**src/rtl/isr_pkg.sv**
```systemverilog
package isr_pkg;
  localparam int NSRC   = 4;
  localparam int CODE_W = 4;

  localparam int SRC_LINE = 0;
  localparam int SRC_RX   = 1;
  localparam int SRC_TMO  = 2;
  localparam int SRC_TX   = 3;

  localparam logic [CODE_W-1:0] CODE_NONE = 4'b0001;

  typedef struct packed {
    logic            capture;
    logic [NSRC-1:0] clrMask;
  } isr_strobe_t;

  function automatic logic [CODE_W-1:0] srcCode(input int idx);
    case (idx)
      SRC_LINE: srcCode = 4'b0110;
      SRC_RX:   srcCode = 4'b0100;
      SRC_TMO:  srcCode = 4'b1100;
      SRC_TX:   srcCode = 4'b0010;
      default:  srcCode = CODE_NONE;
    endcase
  endfunction
endpackage

```
**src/rtl/isr_ctrl.sv**
```systemverilog
module isr_ctrl
  import isr_pkg::*;
(
  input  logic            clk,
  input  logic            rst_n,
  input  logic            statusRd,
  input  logic            holdWrite,
  input  logic [NSRC-1:0] winner,
  output isr_strobe_t     strb
);
  logic [NSRC-1:0] txClr;

  always_comb begin
    txClr         = '0;
    txClr[SRC_TX] = holdWrite;
    strb.capture  = statusRd;
    strb.clrMask  = (statusRd ? winner : '0) | txClr;
  end

  // the arbiter names at most one source
  assert_single_winner_R3: assert property (@(posedge clk) disable iff (!rst_n)
    $onehot0(winner));

  // a read clears at most one source apart from the holding-write clear
  assert_one_clear_R4: assert property (@(posedge clk) disable iff (!rst_n)
    (statusRd && !holdWrite) |-> $countones(strb.clrMask) <= 1);
endmodule

```
**src/rtl/isr_dp.sv**
```systemverilog
module isr_dp
  import isr_pkg::*;
(
  input  logic              clk,
  input  logic              rst_n,
  input  logic [NSRC-1:0]   srcLevel,
  input  logic [NSRC-1:0]   srcEnable,
  input  isr_strobe_t       strb,
  output logic [NSRC-1:0]   winner,
  output logic [CODE_W-1:0] statusCode,
  output logic              irq
);
  logic [NSRC-1:0]   srcPrev;
  logic [NSRC-1:0]   pending;
  logic [NSRC-1:0]   riseEdge;
  logic [NSRC-1:0]   live;
  logic [CODE_W-1:0] codeNext;

  assign riseEdge = srcLevel & ~srcPrev;
  assign live     = pending & srcEnable;

  for (genvar i = 0; i < NSRC; i++) begin : g_src
    always_ff @(posedge clk or negedge rst_n) begin
      if (!rst_n) begin
        srcPrev[i] <= 1'b0;
        pending[i] <= 1'b0;
      end else begin
        srcPrev[i] <= srcLevel[i];
        pending[i] <= (pending[i] & ~strb.clrMask[i]) | riseEdge[i];
      end
    end

    // an event that is not cleared stays pending
    assert_keep_pending_R4: assert property (@(posedge clk) disable iff (!rst_n)
      (pending[i] && !strb.clrMask[i]) |=> pending[i]);

    // a new edge overrides a clear in the same cycle
    assert_edge_wins_R10: assert property (@(posedge clk) disable iff (!rst_n)
      riseEdge[i] |=> pending[i]);
  end

  always_comb begin
    winner   = '0;
    codeNext = CODE_NONE;
    for (int i = NSRC - 1; i >= 0; i--) begin
      if (live[i]) begin
        winner   = '0;
        winner[i] = 1'b1;
        codeNext = srcCode(i);
      end
    end
  end

  always_ff @(posedge clk or negedge rst_n) begin
    if (!rst_n)            statusCode <= CODE_NONE;
    else if (strb.capture) statusCode <= codeNext;
  end

  assign irq = |live;

  // the code holds between reads
  assert_code_hold_R7: assert property (@(posedge clk) disable iff (!rst_n)
    !strb.capture |=> $stable(statusCode));

  // a read with nothing enabled pending returns the idle code
  assert_idle_code_R8: assert property (@(posedge clk) disable iff (!rst_n)
    (strb.capture && !irq) |=> statusCode == CODE_NONE);

  // the interrupt line agrees with the arbiter
  assert_irq_winner_R6: assert property (@(posedge clk) disable iff (!rst_n)
    irq == (winner != '0));
endmodule

```
**src/rtl/isr_arbiter.sv**
```systemverilog
module isr_arbiter
  import isr_pkg::*;
(
  input  logic              clk,
  input  logic              rst_n,
  input  logic [NSRC-1:0]   srcLevel,
  input  logic [NSRC-1:0]   srcEnable,
  input  logic              statusRd,
  input  logic              holdWrite,
  output logic [CODE_W-1:0] statusCode,
  output logic              irq
);
  isr_strobe_t     strb;
  logic [NSRC-1:0] winner;

  isr_ctrl u_ctrl (
    .clk       (clk),
    .rst_n     (rst_n),
    .statusRd  (statusRd),
    .holdWrite (holdWrite),
    .winner    (winner),
    .strb      (strb)
  );

  isr_dp u_dp (
    .clk        (clk),
    .rst_n      (rst_n),
    .srcLevel   (srcLevel),
    .srcEnable  (srcEnable),
    .strb       (strb),
    .winner     (winner),
    .statusCode (statusCode),
    .irq        (irq)
  );
endmodule

```
**config.mk**
```make
export PLATFORM = sky130hd
export DESIGN_NAME = isr_arbiter
export DESIGN_NICKNAME = d
export VERILOG_FILES = /design/src/rtl/isr_pkg.sv /design/src/rtl/isr_ctrl.sv /design/src/rtl/isr_dp.sv /design/src/rtl/isr_arbiter.sv
export SDC_FILE = /design/constraint.sdc
export NUM_CORES = 1
export LEC_CHECK = 0
export BUFFER_PORTS_ARGS = -buffer_cell sky130_fd_sc_hd__clkbuf_2
export CAP_MARGIN = 10
export CORE_AREA = 3 3 40 42
export CTS_BUF_LIST = sky130_fd_sc_hd__clkbuf_8
export DETAILED_ROUTE_END_ITERATION = 8
export DIE_AREA = 0 0 43 45
export HOLD_SLACK_MARGIN = 0.05
export PLACE_DENSITY = 0.64
export SLEW_MARGIN = 5
export SYNTH_ARGS = -nofsm -noshare
export SYNTH_HDL_FRONTEND = slang
export SYNTH_SLANG_ARGS = --single-unit
```
**constraint.sdc**
```tcl
create_clock -name clk -period 2.5 [get_ports clk]
set_input_delay 0.125 -clock clk [delete_from_list [all_inputs] [get_ports clk]]
set_output_delay 0.125 -clock clk [all_outputs]
set_load 0.05 [all_outputs]
```
# After elaboration in Yosys (flattened, before gate mapping)
# Cells that the tools add are included.
word_totals:
  reg_bits: 12
  in_bits: 12
  output_inout_bits: 5
  elab_cells: 35
op_classes:
  mux: 9
  n_bitwise: 16
  reduce_logical: 1
ops:
  columns: ["cell", "n"]
  rows:
  - ["4-bit 2-to-1 mux", 8]
  - ["4-bit AND", 2]
  - ["1-bit AND", 4]
  - ["1-bit inverter", 4]
  - ["4-bit inverter", 1]
  - ["1-bit bitwise OR", 4]
  - ["4-bit bitwise OR", 1]
  - ["4-bit OR reduction", 1]
  - ["2-bit 2-to-1 mux", 1]

# Longest topological paths before layout
logic_depth:
  depth_word: 10
  mapped_depth: 3

# Hierarchy
# From an unflattened synthesis, not the netlist that was laid out.
unflattened:
  cells_unflattened: 49
  hier_area_um2: 498.0
by_module_without_submodules:
  columns: ["mod", "instances", "cells_per_inst", "area_per_inst_um2", "seq_area_each_um2"]
  rows:
  - ["isr_dp", 1, 44, 464.2, 301.5]
  - ["isr_ctrl", 1, 5, 33.8, 0.0]

# Worst setup path after synthesis
# No wires, ideal clock.
synth_path:
  kind: "reg-to-reg"
  from: "register u_dp.pending[1]"
  to: "register u_dp.statusCode[0]"
  arrival_ns: 1.298
  required_time_ns: 2.417
  setup_slack_ns: 1.119
  stages_incl_launch_ff: 4
  path_buffers: 0
  synth_period_minus_slack_ns: 1.381
  path_cell_list: "dfrtp_1 a22oi_1 nand2_1 mux2i_1"
synth_via:
  elab_chain_cells: 3
synth_rtl:
  columns: ["element", "line", "text"]
  rows:
  - ["start, declared", "isr_dp.sv:14", "logic [NSRC-1:0] pending;"]
  - ["start signal, assigned by index", "isr_dp.sv:29", "pending[i] <= (pending[i] & ~strb.clrMask[i]) | riseEdge[i];"]
  - ["4-bit AND", "isr_dp.sv:20", "assign live = pending & srcEnable;"]
  - ["4-bit 2-to-1 mux (2 in series)", "isr_dp.sv:46", "if (live[i]) begin"]
  - ["end signal, assigned", "isr_dp.sv:56", "else if (strb.capture) statusCode <= codeNext;"]
  - ["end, declared", "isr_dp.sv:10", "output logic [CODE_W-1:0] statusCode,"]
# Every way passes these cells.
# A chain may end at the register's enable or synchronous reset.

# Final worst setup path
layout_path:
  from: "register u_dp.pending[1]"
  to: "output port irq"
layout_via:
  elab_chain_cells: 2
layout_rtl:
  columns: ["element", "line", "text"]
  rows:
  - ["4-bit AND", "isr_dp.sv:20", null]
  - ["4-bit OR reduction", "isr_dp.sv:59", "assign irq = |live;"]
  - ["end, declared", "isr_arbiter.sv:11", "output logic irq"]
# Every way passes these cells.

==> results.yml <==
final_layout:
  area_delta_synth_final_pct: 41.2
  mostFrequentLayoutCells: "16 x clkbuf_2, 11 x dfrtp_1, 9 x inv_1"
  final_net_count: 78
  fin_cells: 80
  antenna_cells: 0
  mostFrequentLayoutCell: "clkbuf_2"
  drive_above_1_share: 0.338
setup_path:
  path_cells: "a22oi_1 > nand2_1 > clkbuf_2"
  crit_path_start_kind: "register"
  worstPathMaxFanout: 4
  crit_required_ps: 2380
  max_stage_delay_ps: 390
  cp_slowest_cell: "dfrtp_1"
  r2r-start: "u_dp.pending[1]"
  endpoint_kind: "primary output"
  critPathKind: "reg -> out"
  crit_arrival_ps: 1380
  r2r_cells: 3
  regToRegSetupSlack_ps: 1260
  r2r_end: "u_dp.pending[3]"
power:
  p_int_w: 0.000360
  peakVddDrop_v: 0.000356
  p_comb_frac: 0.208
  p_sw_w: 0.000151
  switching_share: 0.295
  total_power_w: 0.000511
  power_density_nw_per_um2: 769
  clkPwrFrac: 0.343
  p_seq_frac: 0.449
  p_leak_nw: 0.348
global_route:
  grt_usage: 0.113
  antenna_found_initial: 0
  grt_pass1_vias: 356
  grt_pass1_wl_um: 1520
  grt_start_max_net_pins: 13
  gr-total-overflow: 0
sta:
  fin_crit_ps: 1510
  report.final.slew_viol_count: 0
  clock_skew_ps: 6.29
  relSlewSlack: 0.743
  maxClockFrequency_ghz: 0.664
  worst_slack_ps: 994
  setup_viol: 0
  hold_viol_final: 0
  period_share: 0.603
  rsz0062_at_grt: "no"
  totalNegativeSetupSlack_ps: 0
  fin_hold_ws_ps: 148
  max_slew.worst_pin.slew_ps: 386
logic_synthesis:
  synth_area_per_cell_um2: 11.8
  yosysSeqAreaShare: 0.641
  synth.area.top_cells: "dfrtp_1 59%, inv_1 6.4%, dfstp_2 5.6%, a22o_1 5.6%, a21boi_4 4.0%"
  synth_top_area_share: 0.585
  synth_area_um2: 470
  synth_warnings: 0
  syn_inst: 40
  ys_seq_elements: 12
  ys_types: 14
  yosysTopAreaCell: "dfrtp_1"
  synth_fp_nets: 52
place:
  hpwl_um: 624
  io_buffer_count: 16
  globalplace.congestion: 0.689
  preCtsSetupSlack_ps: 1270
  dp.cells: 71
status:
  status: "completed"
floorplan:
  die_x_um: 43
  die_h_um: 45
  boundaryPins: 17
  rows: 13
  coreArea_um2: 1280
  die_area_um2: 1940
  start_util: 0.366
route:
  wire_per_inst_um: 11.7
  postRouteAntennaNets: 0
  via_count: 349
  dr.pass1.iters: 4
  drt_wl_total_um: 937
  vias_per_cell: 4.36
  drt_iter0_markers: 9
  drcViolationCount: 0
clocking:
  htreeDepth: 1
  clk_path_buf_depth: 2
  cts_setup_buffers: 0
  cts_hold_buffers: 5
  path_clk_slew_ps: 50
  cts.sinks: 12
  numCtsBuffers: 3
  ctsResizeCount: 0
  cts_tree: "yes"
  clock_latency_ps: 240
  root_buffer: "clkbuf_8"
min_path:
  holdPathEnd: "u_dp.statusCode[0]"
  hold_start: "statusRd"
  holdPathStages: 2
  hp-class: "in -> reg"
job:
  drv_cap: 0
## per-layer routing
| metal | global-route usage | wire, µm | up-vias |
|---|---|---|---|
| li1 | - | - | 186 |
| met1 | 0.141 | 442 | 150 |
| met2 | 0.171 | 409 | 11 |
| met3 | 0.0359 | 73 | 2 |
| met4 | 0.0723 | 12 | 0 |
| met5 | 0 | 0 | - |
## stage by stage
stage	instance area [µm²]	util
after floorplan	470	-
after global routing	664	0.517
after detailed placement	569	0.443
after CTS	664	0.517
final	664	0.517
after global placement	569	0.443
## worst max path at each step
stage	startpoint	to	slack, ps	depth (start not counted)
2_1_floorplan	u_dp.pending[1]	u_dp.statusCode[0]	1120	3
3_3_place_gp	u_dp.pending[2]	irq	1290	3
3_5_place_dp	u_dp.pending[1]	irq	1270	3
4_1_cts	u_dp.pending[1]	irq	1000	3
5_1_grt	u_dp.pending[1]	irq	860	3
6_report	u_dp.pending[1]	irq	990	3
## power groups by stage
stage | registers [W] | logic [W] | clock network [W]
3_5_place_dp | 0.000232 | 0.000100 | 0
6_report | 0.000229 | 0.000106 | 0.000175
2_1_floorplan | 0.000263 | 0.0000366 | 0
3_3_place_gp | 0.000232 | 0.000100 | 0
5_1_grt | 0.000232 | 0.000116 | 0.000194
4_1_cts | 0.000229 | 0.000107 | 0.000180
## cell families after synthesis
| family | after synthesis | synth area share |
|---|---|---|
| flip-flops | 12 | 0.641 |
| buffers and inverters | 8 | 0.0638 |
| AND/OR/NAND/NOR | 9 | 0.0904 |
| multiplexers | 1 | 0.0213 |
| AO/OA/AOI/OAI | 10 | 0.184 |
## synthesized netlist by cell type
cell type   n
dfrtp_1    11
inv_1       8
nand2_1     4
a22o_1      3
a21oi_1     2
a22oi_1     2
nand3_1     2
nor2_1      2
a21boi_4    1
a32o_1      1
dfstp_2     1
mux2i_1     1
nand3_2     1
o22ai_1     1
## critical path, delay by kind of cell (launching register included)
family	cells	cell delay, ps
compound gates	1	360
buf+inv	1	260
flops	1	390
simple gates	1	130
## registers in the layout, summed over array words and instances, names as in the netlist
| signal | cells |
|---|---|
| u_dp.statusCode | 4 |
| u_dp.pending | 4 |
| u_dp.srcPrev | 4 |
## layout make-up
| type | instances | area, µm² |
|---|---|---|
| fill | 117 | 621 |
| tap | 15 | 18.8 |
| clock buffer | 3 | 41.3 |
| clock inverter | 1 | 3.75 |
| sequential | 12 | 302 |
| inverter | 8 | 30.0 |
| multi-input combinational | 20 | 139 |
| timing repair buffer | 21 | 130 |
(Power assumes the default switching activity.)
